==> config.mk <==
export PLATFORM = sky130hd
export DESIGN_NAME = dmac_chan_regs
export DESIGN_NICKNAME = d
export VERILOG_FILES = /design/src/rtl/dmac_pkg.sv /design/src/rtl/dmac_ctrl_rewrite.sv /design/src/rtl/dmac_irq_gate.sv /design/src/rtl/dmac_spare_regs.sv /design/src/rtl/dmac_chan_regs.sv
export SDC_FILE = /design/constraint.sdc
export NUM_CORES = 1
export LEC_CHECK = 0
export BUFFER_PORTS_ARGS = -buffer_cell sky130_fd_sc_hd__buf_4
export CAP_MARGIN = 25
export CORE_MARGIN = 5
export CORE_UTILIZATION = 50
export CTS_BUF_LIST = sky130_fd_sc_hd__clkbuf_8
export DETAILED_ROUTE_END_ITERATION = 16
export PLACE_DENSITY = 0.71
export SLEW_MARGIN = 20
export SYNTH_ARGS = -nofsm -noshare
export SYNTH_HDL_FRONTEND = slang
export SYNTH_SLANG_ARGS = --single-unit
==> constraint.sdc <==
create_clock -name clk -period 1.3 [get_ports clk]
set_clock_uncertainty 0.2 [all_clocks]
set_input_delay 0.065 -clock clk [delete_from_list [all_inputs] [get_ports clk]]
set_output_delay 0.065 -clock clk [all_outputs]
set_load 0.02 [all_outputs]
==> src/rtl/dmac_pkg.sv <==
package dmac_pkg;
  typedef enum logic [1:0] {
    IDX_CTRL   = 2'd0,
    IDX_ADDR   = 2'd1,
    IDX_SPARE0 = 2'd2,
    IDX_SPARE1 = 2'd3
  } reg_idx_e;

  localparam int REG_COUNT  = 4;
  localparam int DONE_BIT   = 0;
  localparam int IE_BIT     = 4;
  localparam int TOGGLE_BIT = 6;
  localparam int RESET_BIT  = 7;
  localparam int DIR_BIT    = 8;
  localparam int LOADED_BIT = 26;
endpackage

==> src/rtl/dmac_ctrl_rewrite.sv <==
module dmac_ctrl_rewrite
  import dmac_pkg::*;
#(
  parameter int DATA_W  = 32,
  parameter int VER_W   = 4,
  parameter logic [VER_W-1:0] VERSION = 4'hA
) (
  input  logic [DATA_W-1:0] wdata,
  output logic [DATA_W-1:0] stored,
  output logic              reset_hit
);
  logic [DATA_W-1:0] shaped;

  assign reset_hit = wdata[RESET_BIT];

  always_comb begin
    shaped = wdata;
    if (wdata[RESET_BIT]) begin
      shaped = wdata;
    end else if (wdata[TOGGLE_BIT]) begin
      shaped[TOGGLE_BIT] = 1'b0;
    end else if (wdata == '0) begin
      shaped[TOGGLE_BIT] = 1'b1;
    end
    stored = shaped;
    stored[DATA_W-1 -: VER_W] = VERSION;
  end
endmodule

==> src/rtl/dmac_irq_gate.sv <==
module dmac_irq_gate (
  input  logic clk,
  input  logic rst,
  input  logic raise,
  input  logic drop,
  output logic irq
);
  always_ff @(posedge clk) begin
    if (rst) begin
      irq <= 1'b0;
    end else if (raise) begin
      irq <= 1'b1;
    end else if (drop) begin
      irq <= 1'b0;
    end
  end
endmodule

==> src/rtl/dmac_spare_regs.sv <==
module dmac_spare_regs #(
  parameter int DATA_W  = 32,
  parameter int N_SPARE = 2
) (
  input  logic                           clk,
  input  logic                           rst,
  input  logic [N_SPARE-1:0]             wr_sel,
  input  logic [DATA_W-1:0]              wr_data,
  output logic [N_SPARE-1:0][DATA_W-1:0] value
);
  for (genvar g = 0; g < N_SPARE; g++) begin : g_spare
    always_ff @(posedge clk) begin
      if (rst) begin
        value[g] <= '0;
      end else if (wr_sel[g]) begin
        value[g] <= wr_data;
      end
    end
  end
endmodule

==> src/rtl/dmac_chan_regs.sv <==
module dmac_chan_regs
  import dmac_pkg::*;
#(
  parameter int DATA_W = 32,
  parameter int ADDR_W = 4,
  parameter int VER_W  = 4,
  parameter logic [VER_W-1:0] VERSION = 4'hA
) (
  input  logic              clk,
  input  logic              rst,
  input  logic [ADDR_W-1:0] addr,
  input  logic              wr_en,
  input  logic [DATA_W-1:0] wr_data,
  input  logic              rd_en,
  output logic [DATA_W-1:0] rd_data,
  input  logic              xfer_done,
  input  logic              irq_raise,
  output logic              irq_out,
  output logic              rst_req,
  output logic              dir_to_mem
);
  localparam int IDX_LSB = 2;
  localparam int N_SPARE = REG_COUNT - 2;
  localparam logic [DATA_W-1:0] CTRL_RST   = {VERSION, {(DATA_W-VER_W){1'b0}}};
  localparam logic [DATA_W-1:0] LOADED_VAL = DATA_W'(1) << LOADED_BIT;

  logic [1:0]        idx;
  logic              ctrl_wr, addr_wr;
  logic [DATA_W-1:0] ctrl_q, ctrl_next, addr_q, ctrl_rewritten;
  logic              reset_hit;
  logic [N_SPARE-1:0]             spare_sel;
  logic [N_SPARE-1:0][DATA_W-1:0] spare_val;

  assign idx     = addr[IDX_LSB +: 2];
  assign ctrl_wr = wr_en && (idx == IDX_CTRL);
  assign addr_wr = wr_en && (idx == IDX_ADDR);

  for (genvar s = 0; s < N_SPARE; s++) begin : g_sel
    assign spare_sel[s] = wr_en && (idx == 2'(s + 2));
  end

  dmac_ctrl_rewrite #(.DATA_W(DATA_W), .VER_W(VER_W), .VERSION(VERSION)) u_rewrite (
    .wdata     (wr_data),
    .stored    (ctrl_rewritten),
    .reset_hit (reset_hit)
  );

  dmac_spare_regs #(.DATA_W(DATA_W), .N_SPARE(N_SPARE)) u_spare (
    .clk     (clk),
    .rst     (rst),
    .wr_sel  (spare_sel),
    .wr_data (wr_data),
    .value   (spare_val)
  );

  dmac_irq_gate u_irq (
    .clk   (clk),
    .rst   (rst),
    .raise (irq_raise),
    .drop  (ctrl_wr && !wr_data[IE_BIT]),
    .irq   (irq_out)
  );

  always_comb begin
    ctrl_next = ctrl_q;
    if (ctrl_wr) begin
      ctrl_next = ctrl_rewritten;
    end else if (addr_wr) begin
      ctrl_next = LOADED_VAL;
    end
    if (xfer_done) begin
      ctrl_next[DONE_BIT] = 1'b1;
    end
  end

  always_ff @(posedge clk) begin
    if (rst) begin
      ctrl_q  <= CTRL_RST;
      addr_q  <= '0;
      rst_req <= 1'b0;
    end else begin
      ctrl_q  <= ctrl_next;
      rst_req <= ctrl_wr && reset_hit;
      if (addr_wr) begin
        addr_q <= wr_data;
      end
    end
  end

  always_ff @(posedge clk) begin
    if (rst) begin
      rd_data <= '0;
    end else if (rd_en) begin
      case (idx)
        IDX_CTRL:   rd_data <= ctrl_q;
        IDX_ADDR:   rd_data <= addr_q;
        IDX_SPARE0: rd_data <= spare_val[0];
        default:    rd_data <= spare_val[N_SPARE-1];
      endcase
    end
  end

  assign dir_to_mem = ctrl_q[DIR_BIT];
endmodule

Yosys cells after proc, flatten, opt, wreduce, memory -nomap -nowiden
Cells that the tools add are included.
W data, S select, Z words.
Storage, ports and cells
  output and inout bits: 35
  register bits after elaboration: 160
  memories: 0
  bits in writable memories: 0
  word-level logic and storage cells: 34
  bits in latches: 0
  ROM bits: 0
Cells by class
  divide/modulo/power cells: 0
  shifts and indexed selects: 0
  multiply operators: 0
  equality and inequality tests: 3
  magnitude comparators: 0
  $add $sub $neg: 0
  muxes and demuxes: 9
  bitwise logic cells: 0
  reductions and logical operators: 13
Operators by type and width (number)
  $pmux W32 S3: 1
  $mux W28: 2
  $logic_not A32 Y1: 1
  $logic_and A1 B1 Y1: 6
  $mux W1: 6
  $eq A2 B2 Y1 const B: 2
  $reduce_bool A2 Y1: 2
  $reduce_bool A3 Y1: 1
  $eq A2 B1 Y1 const B: 1
  $logic_not A2 Y1: 1
  $reduce_or A2 Y1: 1
  $logic_not A1 Y1: 1

Longest topological paths before layout
  word-level depth: 6
  depth in mapped cells: 6

Modules after synthesis
A second synthesis with hierarchy kept.
Unflattened totals
  cell total of the unflattened synthesis: 690
  area total of the unflattened synthesis: 7039.3 µm²
By module, submodules not included
  dmac_chan_regs: sequential area each 1941.9 µm², area an instance 4335.4 µm², times used 1, cells an instance 433
  dmac_spare_regs: sequential area each 1281.2 µm², area an instance 2339.7 µm², times used 1, cells an instance 207
  dmac_ctrl_rewrite: sequential area each 0.0 µm², area an instance 325.3 µm², times used 1, cells an instance 46
  dmac_irq_gate: sequential area each 20.0 µm², area an instance 38.8 µm², times used 1, cells an instance 4

Worst setup path after synthesis
OpenSTA, ideal clock, no wires.
  path kind: input -> register
  start: input addr[2]
  end: register rd_data[10]
  arrival time: 1010 ps
  stages on the path: 5
  setup time: 128 ps
  required time: 972 ps
  path buffers: 2
  slack: -38 ps
  path through: buf_6 -> buf_6 -> mux4_2 -> mux2i_1 -> nor2_1
On the way
  cells in the longest elaborated chain, start to end: 2
Ends and longest elaborated chain
  start: declaration: RTL line dmac_chan_regs.sv:11  | input logic [ADDR_W-1:0] addr,
  $eq A2 B2 Y1, or another cell as far along: RTL line dmac_chan_regs.sv:94  | case (idx)
  $pmux W32 S3 (*): RTL line dmac_chan_regs.sv:94
  end signal: assignment: RTL line dmac_chan_regs.sv:95  | IDX_CTRL: rd_data <= ctrl_q;
  end signal: assignment: RTL line dmac_chan_regs.sv:96  | IDX_ADDR: rd_data <= addr_q;
  end signal: assignment: RTL line dmac_chan_regs.sv:97  | IDX_SPARE0: rd_data <= spare_val[0];
  end: declaration: RTL line dmac_chan_regs.sv:15  | output logic [DATA_W-1:0] rd_data,
Mark *: on every way between the ends. The rest lies on a longest branch, timed or not.
A chain may end at the register's enable or synchronous reset.

Worst setup path in the final report
  start: register u_spare.value[55] in the netlist's numbering
  end: register rd_data[23]
On the way
  cells in the longest elaborated chain, start to end: 1
Ends and longest elaborated chain
  start: declaration: RTL line dmac_spare_regs.sv:9  | output logic [N_SPARE-1:0][DATA_W-1:0] value
  start signal: indexed assignment: RTL line dmac_spare_regs.sv:16  | value[g] <= wr_data;
  $pmux W32 S3: RTL line dmac_chan_regs.sv:94
No other way between the ends.

==> run_results.csv <==
group,metric,value,unit
synth,yosysSeqAreaShare,0.500,
place,dpl.cell_count,933,
cells_and_area,area_delta_synth_final,28.9,%
min_path,holdPathEnd,"addr_q[29]",
clock_tree,clockBufferDepth,2,
critical_path,crit_chain,"mux4_2 > mux2i_1 > nor2_1",
global_routing,grt_use_total,0.235,
route,routed_wirelength,17.4,mm
power,p_leak,3.23,nW
route,routed-via-count,5530,
clock_tree,clock-sinks,159,
status,violations,"hold timing, setup timing",
floorplan,ios,77,
place,portBuffers,74,
clock_tree,clock_latency,460,ps
clock_tree,clk_pin_slew,80,ps
route,antenna_left,0,
place,gp_congestion,0.771,
sta,setup_viol_count_final,12,
sta,hold_violations,24,
synth,synth_nets,733,
clock_tree,cts_buffers,17,
critical_path,critical_path_class,"reg2reg",
cells_and_area,n_antenna_cell,0,
cells_and_area,n_fill_cell,981,
critical_path,path_max_fanout,2,
cells_and_area,finalInstanceArea,8210,um^2
min_path,hold_depth,3,
power,p_per_area,1220,nW/um^2
synth,avgSynthCellArea,9.22,um^2
route,drc,0,
floorplan,die_y,123,um
critical_path,cp.arrival,1520,ps
critical_path,end_kind,"register",
cells_and_area,layout.cells.non_filler,1001,
global_routing,overflow,0,
critical_path,r2r.worst_path.cells,3,
route,drt_iter0_drc,566,
clock_tree,cts-root-buf,"clkbuf_8",
critical_path,start_kind,"register",
clock_tree,cts-hold-fix-buffers,31,
floorplan,rows,41,
sta,rsz0062_at_grt,"yes",
cells_and_area,nets,859,
cells_and_area,regArea,3230,um^2
clock_tree,cts_max_level,4,
min_path,hold_start,"wr_data[29]",
cells_and_area,multi_input_area,2880,um^2
sta,min_period_over_period,1.05,
critical_path,required,1450,ps
sta,timing.fmax,0.731,GHz
synth,yosys_warnings,0,
route,drt-wirelength-per-cell,17.4,um
place,post_dp_cell_area,7380,um^2
synth,ys_types,30,
power,irDropWorstVdd,0.000614,V
synth,synth_area,6370,um^2
global_routing,grt_max_degree,95,
sta,timing.hold.ws,-330,ps
cells_and_area,drive_gt1_frac,0.281,
sta,report.final.slew_viol_count,0,
floorplan,initial_core_util,0.507,
global_routing,grt_pass1_vias,5397,
route,vias_per_cell,5.52,
global_routing,grt_pass1_wl,27.4,mm
sta,maxSlewHeadroom,0.692,
route,firstDrtPassIters,5,
critical_path,rr_endpoint,"rd_data[23]",
sta,worst_slew_pin_slew,457,ps
global_routing,antenna_found_initial,0,
min_path,hold_path.class,"in2reg",
critical_path,reg2reg_slack,-70,ps
place,dp_hpwl,11.1,mm
critical_path,cpPeakStageDelay,480,ps
floorplan,coreArea,12600,um^2
synth,syn_inst,691,
sta,setup_slack,-67.7,ps
floorplan,die_width,123,um
sta,finalCriticalPeriod,1370,ps
status,status,"finished with violations",
flow_run,cap_viol_max_count,0,
floorplan,dieArea,15100,um^2
synth,ys_ff_latch,159,
critical_path,crit_slowest_cell,"mux4_2",
critical_path,r2r_start,"u_spare.value[55]",
clock_tree,cts_tree,"built",
## metal layers
layer / part of all wire / global-route usage / up-vias
li1: - / - / 2612
met1: 0.42 / 0.295 / 2695
met2: 0.51 / 0.403 / 191
met3: 0.056 / 0.0493 / 32
met4: 0.015 / 0.0798 / 0
met5: 0 / 0 / -
## layout by cell type, fill, tap and decap left out, types with 3 or more instances in the layout
cell | Yosys | final
buf_12 | 0 | 11
nor4_1 | 8 | 7
nand2_1 | 194 | 194
buf_4 | 5 | 122
a22oi_1 | 26 | 26
nor2_1 | 59 | 59
dfxtp_2 | 0 | 36
inv_1 | 1 | 4
nand2b_1 | 3 | 3
mux2i_1 | 30 | 30
dfxtp_1 | 159 | 123
a21oi_1 | 98 | 98
dlygate4sd3_1 | 0 | 31
a211oi_1 | 3 | 3
mux4_2 | 30 | 30
clkbuf_8 | 0 | 24
## power breakdown
group          internal [mW]  switching, mW  leakage, nW
sequential              5.03         0.0836         1.31
clock                   2.03           1.72        0.221
combinational          0.543          0.592         1.70
total                   7.60           2.39         3.23
## sequential cells by signal, summed over array words and instances (netlist names)
name           count
addr_q            32
ctrl_q            29
rd_data           32
rst_req            1
u_irq.irq          1
u_spare.value     64
## cell families (layout without fill, tap and decap cells)
group | count (synthesis) | count (layout) | share of synthesized area
mux | 62 | 62 | 0.157
buf+inv | 60 | 198 | 0.0495
flops | 159 | 159 | 0.500
simple gates | 279 | 279 | 0.178
compound gates | 131 | 131 | 0.116
## stage by stage
stage                     power [mW]  hold WS [ps]  worst slack, ps   util  setup TNS (ps)
after floorplan                 5.79         -14.4             6.76      -               0
after global placement          6.22          96.9             -277  0.587          -16760
after detailed placement        6.25           108             -310  0.587          -20170
after CTS                       10.0          -354            -48.4  0.647            -174
after global routing            10.4          -335             -112  0.653           -1470
final                           10.0          -330            -67.7  0.653            -236
## critical path, delay by kind of cell (launching register included)
family           cells  cell delay [ps]
AND/OR/NAND/NOR      1               70
multiplexers         2              660
flip-flops           1              330
## final cells by class
class	count	share of cell area
Sequential cell	159	0.393
Multi-Input combinational cell	472	0.351
Timing Repair Buffer	166	0.179
Clock buffer	24	0.0402
Tap cell	172	0.0262
Clock inverter	7	0.0102
Inverter	1	0.000457
## timing repair
action	CTS	global route
setup endpoints to repair	9	36
endpoints found under the hold margin	159	23
buffers inserted	1	5
resized for setup	7	31
pin swaps	0	4
## synth_stat cells
cell         n  area share
mux2i_1     30       0.047
a22oi_1     26       0.031
a21oi_1     98       0.077
clkbuf_1    22       0.013
o32ai_1      1      0.0014
dfxtp_1    159        0.50
inv_1        1     0.00059
nor2_1      59       0.035
nand2_1    194        0.11
nand4b_1     1      0.0014
buf_6        5      0.0088
nand3b_1     2      0.0024
nor3_1       2      0.0016
buf_2       27       0.021
o31ai_1      1      0.0012
and3b_1      2      0.0028
a211oi_1     3      0.0035
nand4_1      2      0.0020
nor3b_4      1      0.0029
o21ai_0      1     0.00078
nor4_1       8      0.0079
nand2b_1     3      0.0029
and3_1       1     0.00098
buf_4        5      0.0059
nand3_1      1     0.00078
mux4_2      30        0.11
mux2_2       2      0.0035
a2bb2oi_1    1      0.0014
nor4bb_1     1      0.0016
nor2b_1      2      0.0020
## how the worst max path moves through the flow
stage                      startpoint          end  slack (ps)  cells after the start
detailed placement            addr[3]  rd_data[23]        -310                      5
finish              u_spare.value[55]  rd_data[23]         -70                      3
global route        u_spare.value[55]  rd_data[23]        -110                      3
global placement          wr_data[16]    ctrl_q[6]        -280                      5
floorplan                     addr[3]   rd_data[1]           7                      5
CTS                 u_spare.value[55]  rd_data[23]         -50                      3
(Power assumes the default switching activity.)
